--- src/rtl/pbdma_pkg.sv ---
// Shared constants and types for the peripheral-bus DMA engine.
// Assumes 32-bit addresses and data and 16 request lines.
package pbdma_pkg;
    localparam int ADDR_W    = 32;
    localparam int DATA_W    = 32;
    localparam int REQ_LINES = 16;
    localparam int REQ_W     = $clog2(REQ_LINES);

    // Command word, least significant field last (run is bit 0).
    typedef struct packed {
        logic [REQ_W-1:0] drq;
        logic [REQ_W-1:0] srq;
        logic             dinc;
        logic             sinc;
        logic             dper;
        logic             sper;
        logic [1:0]       wid;
        logic             burst;
        logic             est;
        logic             fst;
        logic             eie;
        logic             fie;
        logic             en;
    } cmd_t;

    localparam int CMD_W = $bits(cmd_t);

    typedef enum logic [1:0] {ST_IDLE, ST_RD, ST_WR} seq_t;

    // Element size in bytes for a width code.
    function automatic logic [2:0] elem_bytes(input logic [1:0] wid);
        case (wid)
            2'd0:    return 3'd1;
            2'd1:    return 3'd2;
            default: return 3'd4;
        endcase
    endfunction
endpackage

--- src/rtl/pbdma_arb.sv ---
// Access port arbiter: grants the lowest-index ready channel, and only
// while no channel is busy. A busy channel keeps the port for its cycle.
module pbdma_arb #(
    parameter int NCH = 4
) (
    input  logic [NCH-1:0] want,
    input  logic [NCH-1:0] busy,
    output logic [NCH-1:0] gnt
);
    // Isolate the lowest set request bit when the port is free.
    always_comb begin
        gnt = (|busy) ? '0 : (want & (~want + 1'b1));
    end
endmodule

--- src/rtl/pbdma_chan.sv ---
// One DMA channel: its register set and its transfer sequencer.
// Assumes m_rdy/m_err are already qualified to this channel by the top.
module pbdma_chan
    import pbdma_pkg::*;
#(
    parameter int CNT_W = 16
) (
    input  logic                 clk,
    input  logic                 rst_n,
    input  logic                 wr_en,
    input  logic [1:0]           wr_idx,
    input  logic [DATA_W-1:0]    wr_data,
    input  logic [REQ_LINES-1:0] dreq,
    input  logic                 gnt,
    output logic                 want,
    output logic                 busy,
    output logic [ADDR_W-1:0]    src_q,
    output logic [ADDR_W-1:0]    dst_q,
    output logic [CNT_W-1:0]     cnt_q,
    output cmd_t                 cmd_q,
    output logic                 m_we,
    output logic                 m_per,
    output logic [ADDR_W-1:0]    m_addr,
    output logic [1:0]           m_size,
    output logic [DATA_W-1:0]    m_wdata,
    input  logic [DATA_W-1:0]    m_rdata,
    input  logic                 m_rdy,
    input  logic                 m_err,
    output logic                 irq
);
    seq_t              st_q;
    logic [1:0]        beat_q;
    logic [DATA_W-1:0] buf_q;
    logic [ADDR_W-1:0] step;
    logic              pace_ok, last_beat, elem_done, fin_set, err_set;
    cmd_t              wcmd;

    // Derived control terms for this cycle.
    always_comb begin
        wcmd      = cmd_t'(wr_data[CMD_W-1:0]);
        step      = {{(ADDR_W-3){1'b0}}, elem_bytes(cmd_q.wid)};
        pace_ok   = (cmd_q.srq == '0 || dreq[cmd_q.srq]) &&
                    (cmd_q.drq == '0 || dreq[cmd_q.drq]);
        last_beat = !cmd_q.burst || beat_q == 2'd3;
        elem_done = st_q == ST_WR && m_rdy && !m_err;
        err_set   = st_q != ST_IDLE && m_rdy && m_err;
        fin_set   = (st_q == ST_IDLE && cmd_q.en && cnt_q == '0) ||
                    (elem_done && last_beat && cnt_q == CNT_W'(1));
        want      = st_q == ST_IDLE && cmd_q.en && cnt_q != '0 && pace_ok;
        busy      = st_q != ST_IDLE;
    end

    // Register file: software writes win, hardware advances and flags.
    always_ff @(posedge clk) begin
        if (!rst_n) begin
            src_q <= '0;
            dst_q <= '0;
            cnt_q <= '0;
            cmd_q <= '0;
        end else begin
            if (wr_en && wr_idx == 2'd0)      src_q <= wr_data[ADDR_W-1:0];
            else if (elem_done && cmd_q.sinc) src_q <= src_q + step;
            if (wr_en && wr_idx == 2'd1)      dst_q <= wr_data[ADDR_W-1:0];
            else if (elem_done && cmd_q.dinc) dst_q <= dst_q + step;
            if (wr_en && wr_idx == 2'd2)      cnt_q <= wr_data[CNT_W-1:0];
            else if (elem_done && last_beat)  cnt_q <= cnt_q - 1'b1;
            if (wr_en && wr_idx == 2'd3) begin
                cmd_q     <= wcmd;
                cmd_q.fst <= (cmd_q.fst & wcmd.fst) | fin_set;
                cmd_q.est <= (cmd_q.est & wcmd.est) | err_set;
            end else begin
                if (fin_set || err_set) cmd_q.en  <= 1'b0;
                if (fin_set)            cmd_q.fst <= 1'b1;
                if (err_set)            cmd_q.est <= 1'b1;
            end
        end
    end

    // Sequencer: read an element, write it, repeat for burst beats.
    always_ff @(posedge clk) begin
        if (!rst_n) begin
            st_q   <= ST_IDLE;
            beat_q <= '0;
            buf_q  <= '0;
        end else begin
            case (st_q)
                ST_IDLE: if (want && gnt) begin
                    st_q   <= ST_RD;
                    beat_q <= '0;
                end
                ST_RD: if (m_rdy) begin
                    st_q  <= m_err ? ST_IDLE : ST_WR;
                    buf_q <= m_rdata;
                end
                ST_WR: if (m_rdy) begin
                    if (m_err || last_beat) st_q <= ST_IDLE;
                    else begin
                        st_q   <= ST_RD;
                        beat_q <= beat_q + 1'b1;
                    end
                end
                default: st_q <= ST_IDLE;
            endcase
        end
    end

    // Access port drive and the channel's interrupt term.
    always_comb begin
        m_we    = st_q == ST_WR;
        m_per   = m_we ? cmd_q.dper : cmd_q.sper;
        m_addr  = m_we ? dst_q : src_q;
        m_size  = (cmd_q.wid == 2'd3) ? 2'd2 : cmd_q.wid;
        m_wdata = buf_q;
        irq     = (cmd_q.fst && cmd_q.fie) || (cmd_q.est && cmd_q.eie);
    end
endmodule

--- src/rtl/pbdma_top.sv ---
// Multi-channel DMA top: register decode, channel array, access port
// mux and shared interrupt. Assumes word-aligned register accesses.
module pbdma_top
    import pbdma_pkg::*;
#(
    parameter int          NCH      = 4,
    parameter int          CNT_W    = 16,
    parameter int          REG_AW   = 8,
    parameter logic [7:0]  REG_BASE = 8'h80
) (
    input  logic                 clk,
    input  logic                 rst_n,
    input  logic                 reg_we,
    input  logic [REG_AW-1:0]    reg_addr,
    input  logic [DATA_W-1:0]    reg_wdata,
    output logic [DATA_W-1:0]    reg_rdata,
    input  logic [REQ_LINES-1:0] dreq,
    output logic                 mem_req,
    output logic                 mem_we,
    output logic                 mem_periph,
    output logic [ADDR_W-1:0]    mem_addr,
    output logic [1:0]           mem_size,
    output logic [DATA_W-1:0]    mem_wdata,
    input  logic [DATA_W-1:0]    mem_rdata,
    input  logic                 mem_rdy,
    input  logic                 mem_err,
    output logic                 irq
);
    localparam int SLOT_W = REG_AW - 4;

    logic [REG_AW-1:0] off;
    logic [SLOT_W-1:0] slot;
    logic [1:0]        ridx;
    logic              in_win;
    logic              unused_lsb;
    logic [NCH-1:0]    sel, want_v, busy_v, gnt_v, irq_v, fin_v, err_v;
    logic [NCH-1:0]    we_a, per_a;
    logic [ADDR_W-1:0] src_a [NCH];
    logic [ADDR_W-1:0] dst_a [NCH];
    logic [ADDR_W-1:0] addr_a [NCH];
    logic [DATA_W-1:0] wd_a [NCH];
    logic [CNT_W-1:0]  cnt_a [NCH];
    logic [1:0]        size_a [NCH];
    cmd_t              cmd_a [NCH];

    // Split the register address into channel slot and word index.
    always_comb begin
        off        = reg_addr - REG_BASE;
        in_win     = reg_addr >= REG_BASE;
        slot       = off[REG_AW-1:4];
        ridx       = off[3:2];
        unused_lsb = &{1'b0, off[1:0]};
    end

    generate
        for (genvar c = 0; c < NCH; c++) begin : g_ch
            assign sel[c]   = in_win && slot == SLOT_W'(c);
            assign fin_v[c] = cmd_a[c].fst;
            assign err_v[c] = cmd_a[c].est;
            pbdma_chan #(.CNT_W(CNT_W)) u_chan (
                .clk     (clk),
                .rst_n   (rst_n),
                .wr_en   (reg_we && sel[c]),
                .wr_idx  (ridx),
                .wr_data (reg_wdata),
                .dreq    (dreq),
                .gnt     (gnt_v[c]),
                .want    (want_v[c]),
                .busy    (busy_v[c]),
                .src_q   (src_a[c]),
                .dst_q   (dst_a[c]),
                .cnt_q   (cnt_a[c]),
                .cmd_q   (cmd_a[c]),
                .m_we    (we_a[c]),
                .m_per   (per_a[c]),
                .m_addr  (addr_a[c]),
                .m_size  (size_a[c]),
                .m_wdata (wd_a[c]),
                .m_rdata (mem_rdata),
                .m_rdy   (mem_rdy && busy_v[c]),
                .m_err   (mem_err),
                .irq     (irq_v[c])
            );
        end
    endgenerate

    pbdma_arb #(.NCH(NCH)) u_arb (
        .want (want_v),
        .busy (busy_v),
        .gnt  (gnt_v)
    );

    // Register readback mux.
    always_comb begin
        reg_rdata = '0;
        for (int c = 0; c < NCH; c++) begin
            if (sel[c]) begin
                case (ridx)
                    2'd0: reg_rdata = src_a[c];
                    2'd1: reg_rdata = dst_a[c];
                    2'd2: reg_rdata = {{(DATA_W-CNT_W){1'b0}}, cnt_a[c]};
                    default: reg_rdata = {{(DATA_W-CMD_W){1'b0}}, cmd_a[c]};
                endcase
            end
        end
    end

    // AND-OR mux of the single busy channel onto the access port.
    always_comb begin
        mem_req    = |busy_v;
        mem_we     = 1'b0;
        mem_periph = 1'b0;
        mem_addr   = '0;
        mem_size   = '0;
        mem_wdata  = '0;
        for (int c = 0; c < NCH; c++) begin
            mem_we     = mem_we     | (busy_v[c] & we_a[c]);
            mem_periph = mem_periph | (busy_v[c] & per_a[c]);
            mem_addr   = mem_addr   | ({ADDR_W{busy_v[c]}} & addr_a[c]);
            mem_size   = mem_size   | ({2{busy_v[c]}} & size_a[c]);
            mem_wdata  = mem_wdata  | ({DATA_W{busy_v[c]}} & wd_a[c]);
        end
    end

    // Shared interrupt.
    assign irq = |irq_v;
endmodule

--- config.mk ---
export PLATFORM = sky130hd
export DESIGN_NAME = pbdma_top
export DESIGN_NICKNAME = d
export VERILOG_FILES = /design/src/rtl/pbdma_pkg.sv /design/src/rtl/pbdma_arb.sv /design/src/rtl/pbdma_chan.sv /design/src/rtl/pbdma_top.sv
export SDC_FILE = /design/constraint.sdc
export NUM_CORES = 2
export LEC_CHECK = 0
export ABC_CLOCK_PERIOD_IN_PS = 6150
export BUFFER_PORTS_ARGS = -buffer_cell sky130_fd_sc_hd__buf_2
export CAP_MARGIN = 0
export CORE_AREA = 10 10 262 264
export DETAILED_ROUTE_END_ITERATION = 8
export DIE_AREA = 0 0 272 274
export GPL_ROUTABILITY_DRIVEN = 1
export PLACE_DENSITY = 0.73
export SLEW_MARGIN = 40
export SYNTH_ARGS = -nofsm -noshare
export SYNTH_HDL_FRONTEND = slang
export SYNTH_SLANG_ARGS = --single-unit
--- constraint.sdc ---
create_clock -name clk -period 6.15 [get_ports clk]
set_input_delay 0.615 -clock clk [delete_from_list [all_inputs] [get_ports clk]]
set_output_delay 0.615 -clock clk [all_outputs]
set_load 0.005 [all_outputs]
# [Word-level counts from Yosys, hierarchy flattened]
# Index checks and enable logic that the tools add are counted.
# W data, S select, Z words.
[word_totals] ff_bits=544 input_bits=93 output_inout_bits=102 word_cells=521
[classes] n_addsub=18 order_cmp=9 eq_ne=46 muxes=122 bitwise=53 reduce_logical=197
[ops] op="$mux W32" n=24
[ops] op="$pmux W32 S3" n=4
[ops] op="$add A32 B3 Y32" n=8
[ops] op="$and A32 B32 Y32" n=8
[ops] op="$or A32 B32 Y32" n=6
[ops] op="$mux W16" n=8
[ops] op="$logic_and A1 B1 Y1" n=92
[ops] op="$mux W2" n=33
[ops] op="$eq A16 B1 Y1 const B" n=4
[ops] op="$logic_not A16 Y1" n=4
[ops] op="$reduce_bool A16 Y1" n=4
[ops] op="$reduce_bool A2 Y1" n=32
[ops] op="$sub A16 B1 Y16 const B" n=4
[ops] op="$lt A4 B5 Y1 const B" n=8
[ops] op="$logic_not A4 Y1" n=9
[ops] op="$bmux W1 S4" n=8
[ops] op="$mux W1" n=32
[ops] op="$eq A2 B2 Y1 const B" n=14
[ops] op="$logic_or A1 B1 Y1" n=28
[ops] op="$ne A2 B2 Y1 const B" n=12
[ops] op="$pmux W2 S3" n=4
[ops] op="$pmux W3 S2" n=4
[ops] op="$eq A2 B1 Y1 const B" n=9
[ops] op="$logic_not A2 Y1" n=9
[ops] op="other kinds (20)" n=77

# [Longest topological paths before layout]
[depth] word_depth=12 ltp_mapped=11 mapped_depth_nobuf=10

# [Cells and area by module]
# A second synthesis with hierarchy kept.
[hier_totals] cells_unflattened=4078 area_unflattened_um2=33455.8
[by_module_without_submodules] module="pbdma_chan" n_inst=4 cells_per_inst=886 area_per_inst_um2=7184.4 seq_area_each_um2=2722.6
[by_module_without_submodules] module="pbdma_top" n_inst=1 cells_per_inst=528 area_per_inst_um2=4667.0 seq_area_each_um2=0.0
[by_module_without_submodules] module="pbdma_arb" n_inst=1 cells_per_inst=6 area_per_inst_um2=51.3 seq_area_each_um2=0.0

# [Least setup slack after synthesis]
# OpenSTA, ideal clock, no wires.
[synth_path] path_kind="input-to-output" from="input reg_addr[2]" to="output reg_rdata[28]" t_arrival_ns=2.484 t_required_ns=5.535 path_slack_ns=3.051 stages=7 path_buffers=4 path_cell_list="clkbuf_1 > buf_2 > buf_2 > buf_1 > mux2i_1 > o22ai_1 > or2_2"
[synth_between] elab_chain_len=7 elab_cells_between_ends=21 classes_between="add/sub: 1; order compare: 1; eq/ne: 5; mux: 8; reduce/logical: 6"
[synth_lines] item="from (decl)" line="pbdma_top.sv:14" rtl="input logic [REG_AW-1:0] reg_addr,"
[synth_lines] item="$sub A8 B8 Y8" line="pbdma_top.sv:48" rtl="off = reg_addr - REG_BASE;"
[synth_lines] item="$eq A2 B2 Y1 (tied with other cells)" line="pbdma_top.sv:98" rtl="case (ridx)"
[synth_lines] item="$pmux W32 S3 / $logic_and A1 B1 Y1 (equally long branches)" line="pbdma_top.sv:98, pbdma_top.sv:57"
[synth_lines] item="$mux W32 (3 in series)" line="pbdma_top.sv:97" rtl="if (sel[c]) begin"
[synth_lines] item="$mux W32 *" line="pbdma_top.sv:97"
[synth_lines] item="to (decl)" line="pbdma_top.sv:16" rtl="output logic [DATA_W-1:0] reg_rdata,"
# Mark *: on every way between the ends. The rest lies on a longest branch, timed or not.

# [Final worst setup path]
[layout_path] from="input reg_addr[4]" to="output reg_rdata[10]"
[layout_between] elab_chain_len=7 elab_cells_between_ends=14 classes_between="add/sub: 1; order compare: 1; eq/ne: 3; mux: 4; reduce/logical: 5"
[layout_lines] item="$sub A8 B8 Y8" line="pbdma_top.sv:48"
[layout_lines] item="$logic_not A4 Y1" line="pbdma_top.sv:57" rtl="assign sel[c] = in_win && slot == SLOT_W'(c);"
[layout_lines] item="$logic_and A1 B1 Y1" line="pbdma_top.sv:57"
[layout_lines] item="$mux W32 (3 in series)" line="pbdma_top.sv:97"
[layout_lines] item="$mux W32 *" line="pbdma_top.sv:97"
# Marks and branches as above.

==> summary.md <==
| Metric | Value |
|---|---|
| Outcome | `completed` |
| Post-synthesis sequential area ratio | `0.341` |
| Logic pwr share | `0.058` |
| Post-synthesis async set-or-reset flop share | `0` |
| Most frequent cells in the layout | `nand2_1, dfxtp_1, nor2_1` |
| # clock sinks | `between 500 and 600` |
| Dpl cell area | `0.0333 mm^2` |
| GRT Overall Usage | `0.333` |
| Flop pwr share | `0.455` |
| Number of I/O port buffers | `about 190` |
| Routed len/inst | `approximately 27 um` |
| Net switching share of the total power | `0.251` |
| Met3 usage | `0.107` |
| Ys flop type | `dfxtp_1` |
| Synth cell types | `77` |
| Final Hold Viols | `0` |
| Root Driver | `clkbuf_16` |
| Mapped Cells | `~4,000` |
| Fmax | `between 0.2 and 0.3 GHz` |
| Synth top area share | `0.341` |
| Hold-fix buffers at CTS | `0` |
| Nets | `between 4,000 and 5,000` |
| Vias in the first global route | `around 29,000` |
| Post-synthesis register bit count | `~540` |
| Syn_nets | `4,103` |
| Worst skew pair latency | `0.68 ns` |
| Actual slew at the worst max-slew pin | `1.05 ns` |
| HP Class | `primary input to flip-flop` |
| Max-slew headroom | `0.298` |
| EDFF count, synth | `0` |
| Tcrit/Tclk final | `0.642` |
| Gr busiest metal | `met2` |
| Synth top area cells | `dfxtp_1, nand2_1, mux4_2` |
| Post-CTS setup buffer count | `0` |
| Number of max-cap violations | `0` |
| CTS tree | `yes` |
| DRT Pass-1 Iters | `9` |
| Syn Area/Cell | `just over 8 um^2` |
| HPWL after DPL | `about 90,000 um` |
| Most common cell after layout, fill and taps aside | `nand2_1` |
| CTS clk-pin slew, worst paths | `approximately 0.06 ns` |
| Vias | `roughly 32,000` |
| Arr. time, crit path | `~3.3 ns` |
| Synth area leader | `dfxtp_1` |
| Peak VDD IR | `between 0.0002 and 0.00025 V` |
| Placed insts | `about 4,700` |
| Synth Warn # | `0` |
| Drt via density | `between 6 and 7` |
| Io pins | `195` |
| Largest net degree at the start of global routing | `approximately 170` |
| Count of non-filler cells in the finished layout | `about 4,800` |
| ANT nets after route | `0` |
| Pwr dens | `~220 mW/mm^2` |
| Post-CTS sizing | `0` |
| Final Util | `0.556` |
| Num CTS Buffers | `a little under 60` |
| Grt ovf | `0` |
| P_sw | `roughly 0.0020 W` |
| Initial Utilization | `0.502` |
| Clk pwr share | `0.486` |
| Die Span X | `~270 um` |
| Design area | `between 0.03 and 0.04 mm^2` |
| Crit-path max FO | `26` |
| Unrepaired setup endpoints after global routing | `no` |
| Crit start category | `primary input` |
| Row Count | `between 90 and 100` |
| M1 GR Usage | `0.410` |
| Min Tclk post-route | `roughly 4 ns` |
| CP Capture Type | `output pin` |
| Required time of the critical path | `~5.5 ns` |
| Final Skew | `around 0.06 ns` |
| Full die area | `between 0.07 and 0.08 mm^2` |
| Chip Height | `around 270 um` |
| Core Region | `0.0636 mm^2` |
| First-pass GRT wire length | `roughly 190,000 um` |
| DRC | `0` |
| Pins over their slew limit | `0` |
| P_int | `0.00591 W` |
| Area delta synth->final | `10.8%` |
| Initial DRC count | `5,009` |
| CTS H-Tree Depth | `2` |
| Final setup TNS | `0 ns` |
| Initial antenna violation count | `13` |
| Met2 GRT Util | `0.493` |
| LEAKAGE | `~12 nW` |
| Syn Std Cell Area | `0.0320 mm^2` |
| Hold Slack | `roughly 0.21 ns` |
| WL final | `between 100,000 and 150,000 um` |
| Gpl congestion | `roughly 1.1` |
| R2R Setup Slk | `2.75 ns` |
| Critical path class | `primary input to output pin` |
| Final setup fails | `0` |
| Share of layout cells above drive strength 1 | `0.124` |
| Max clock buf depth | `3` |
==> synth_stat cells, types with 38 or more instances <==
library cell    n
xor2_1        130
nand4_1        60
nand2_1       625
a221oi_1       43
a21oi_1       322
dfxtp_1       544
nor2_1        333
a22oi_1       159
inv_1          68
nor3_1         60
nand3_1       146
clkbuf_1      274
o21ai_0       146
xnor2_1       135
a211oi_1      201
and3_1         38
mux4_2         86
mux2i_1        91
==> final timing paths <==
path | from | cells past startpoint | end
worst min-delay path | mem_rdata[23] | 3 | g_ch[2].u_chan.m_wdata[23]
worst max-delay path | reg_addr[4] | 10 | reg_rdata[10]
worst max register to register | g_ch[2].u_chan.cmd_q[7] | 10 | g_ch[2].u_chan.dst_q[30]
worst min register to register | g_ch[0].u_chan.m_wdata[31] | 2 | g_ch[0].u_chan.m_wdata[31]
==> power groups by stage <==
stage               Clock (W)  Sequential, W  Combinational [W]
floorplan                   0        0.00364           0.000259
global placement            0        0.00367           0.000429
detailed placement          0        0.00367           0.000435
CTS                   0.00383        0.00359           0.000436
global route          0.00397        0.00359           0.000474
finish                0.00384        0.00359           0.000459
==> metrics by stage <==
stage	worst slack (ns)	total power (W)
final	2.20	0.00789
after global placement	2.10	0.00410
after floorplan	3.05	0.00390
after CTS	2.39	0.00786
after global routing	2.15	0.00804
after detailed placement	2.39	0.00410
==> layer usage <==
metal  part of all wire  up-vias  routed length (um)
met5            0.00048        -                  62
met2               0.42     2183               54500
met1               0.37    15300               47700
li1                   -    14300                   -
met3               0.13      583               16700
met4              0.081       10               10400
==> flip-flops by register name, summed over array words and instances, names as in the netlist <==
signal               flops
g_ch.u_chan.beat_q       8
g_ch.u_chan.cmd_q       80
g_ch.u_chan.cnt_q       64
g_ch.u_chan.dst_q      128
g_ch.u_chan.m_wdata    128
g_ch.u_chan.src_q      128
g_ch.u_chan.st_q         8
==> logic make-up after synthesis <==
group / synth area share
mux: 0.0901
buf+inv: 0.0485
xor+xnor: 0.0726
simple gates: 0.221
compound gates: 0.208
flops: 0.341
fa+ha+maj: 0.0191
==> layout make-up <==
cell class / count / area, um^2
Antenna cell: 4 / 10.0
Tap cell: 855 / 1070
Fill cell: 5890 / 28200
Inverter: 69 / 272
Timing Repair Buffer: 236 / 1400
Multi-Input combinational cell: 3021 / 19700
Sequential cell: 544 / 10900
Clock inverter: 27 / 399
Clock buffer: 83 / 1670
==> worst max-delay path, cell delays in order <==
cell      delay, ns
buf_2          0.58
nor4bb_4       0.46
buf_4          0.26
buf_4          0.20
a21oi_1        0.08
o22ai_1        0.22
o221ai_1       0.16
o21ai_0        0.27
o21a_1         0.30
buf_2          0.17
(Power assumes the default switching activity.)
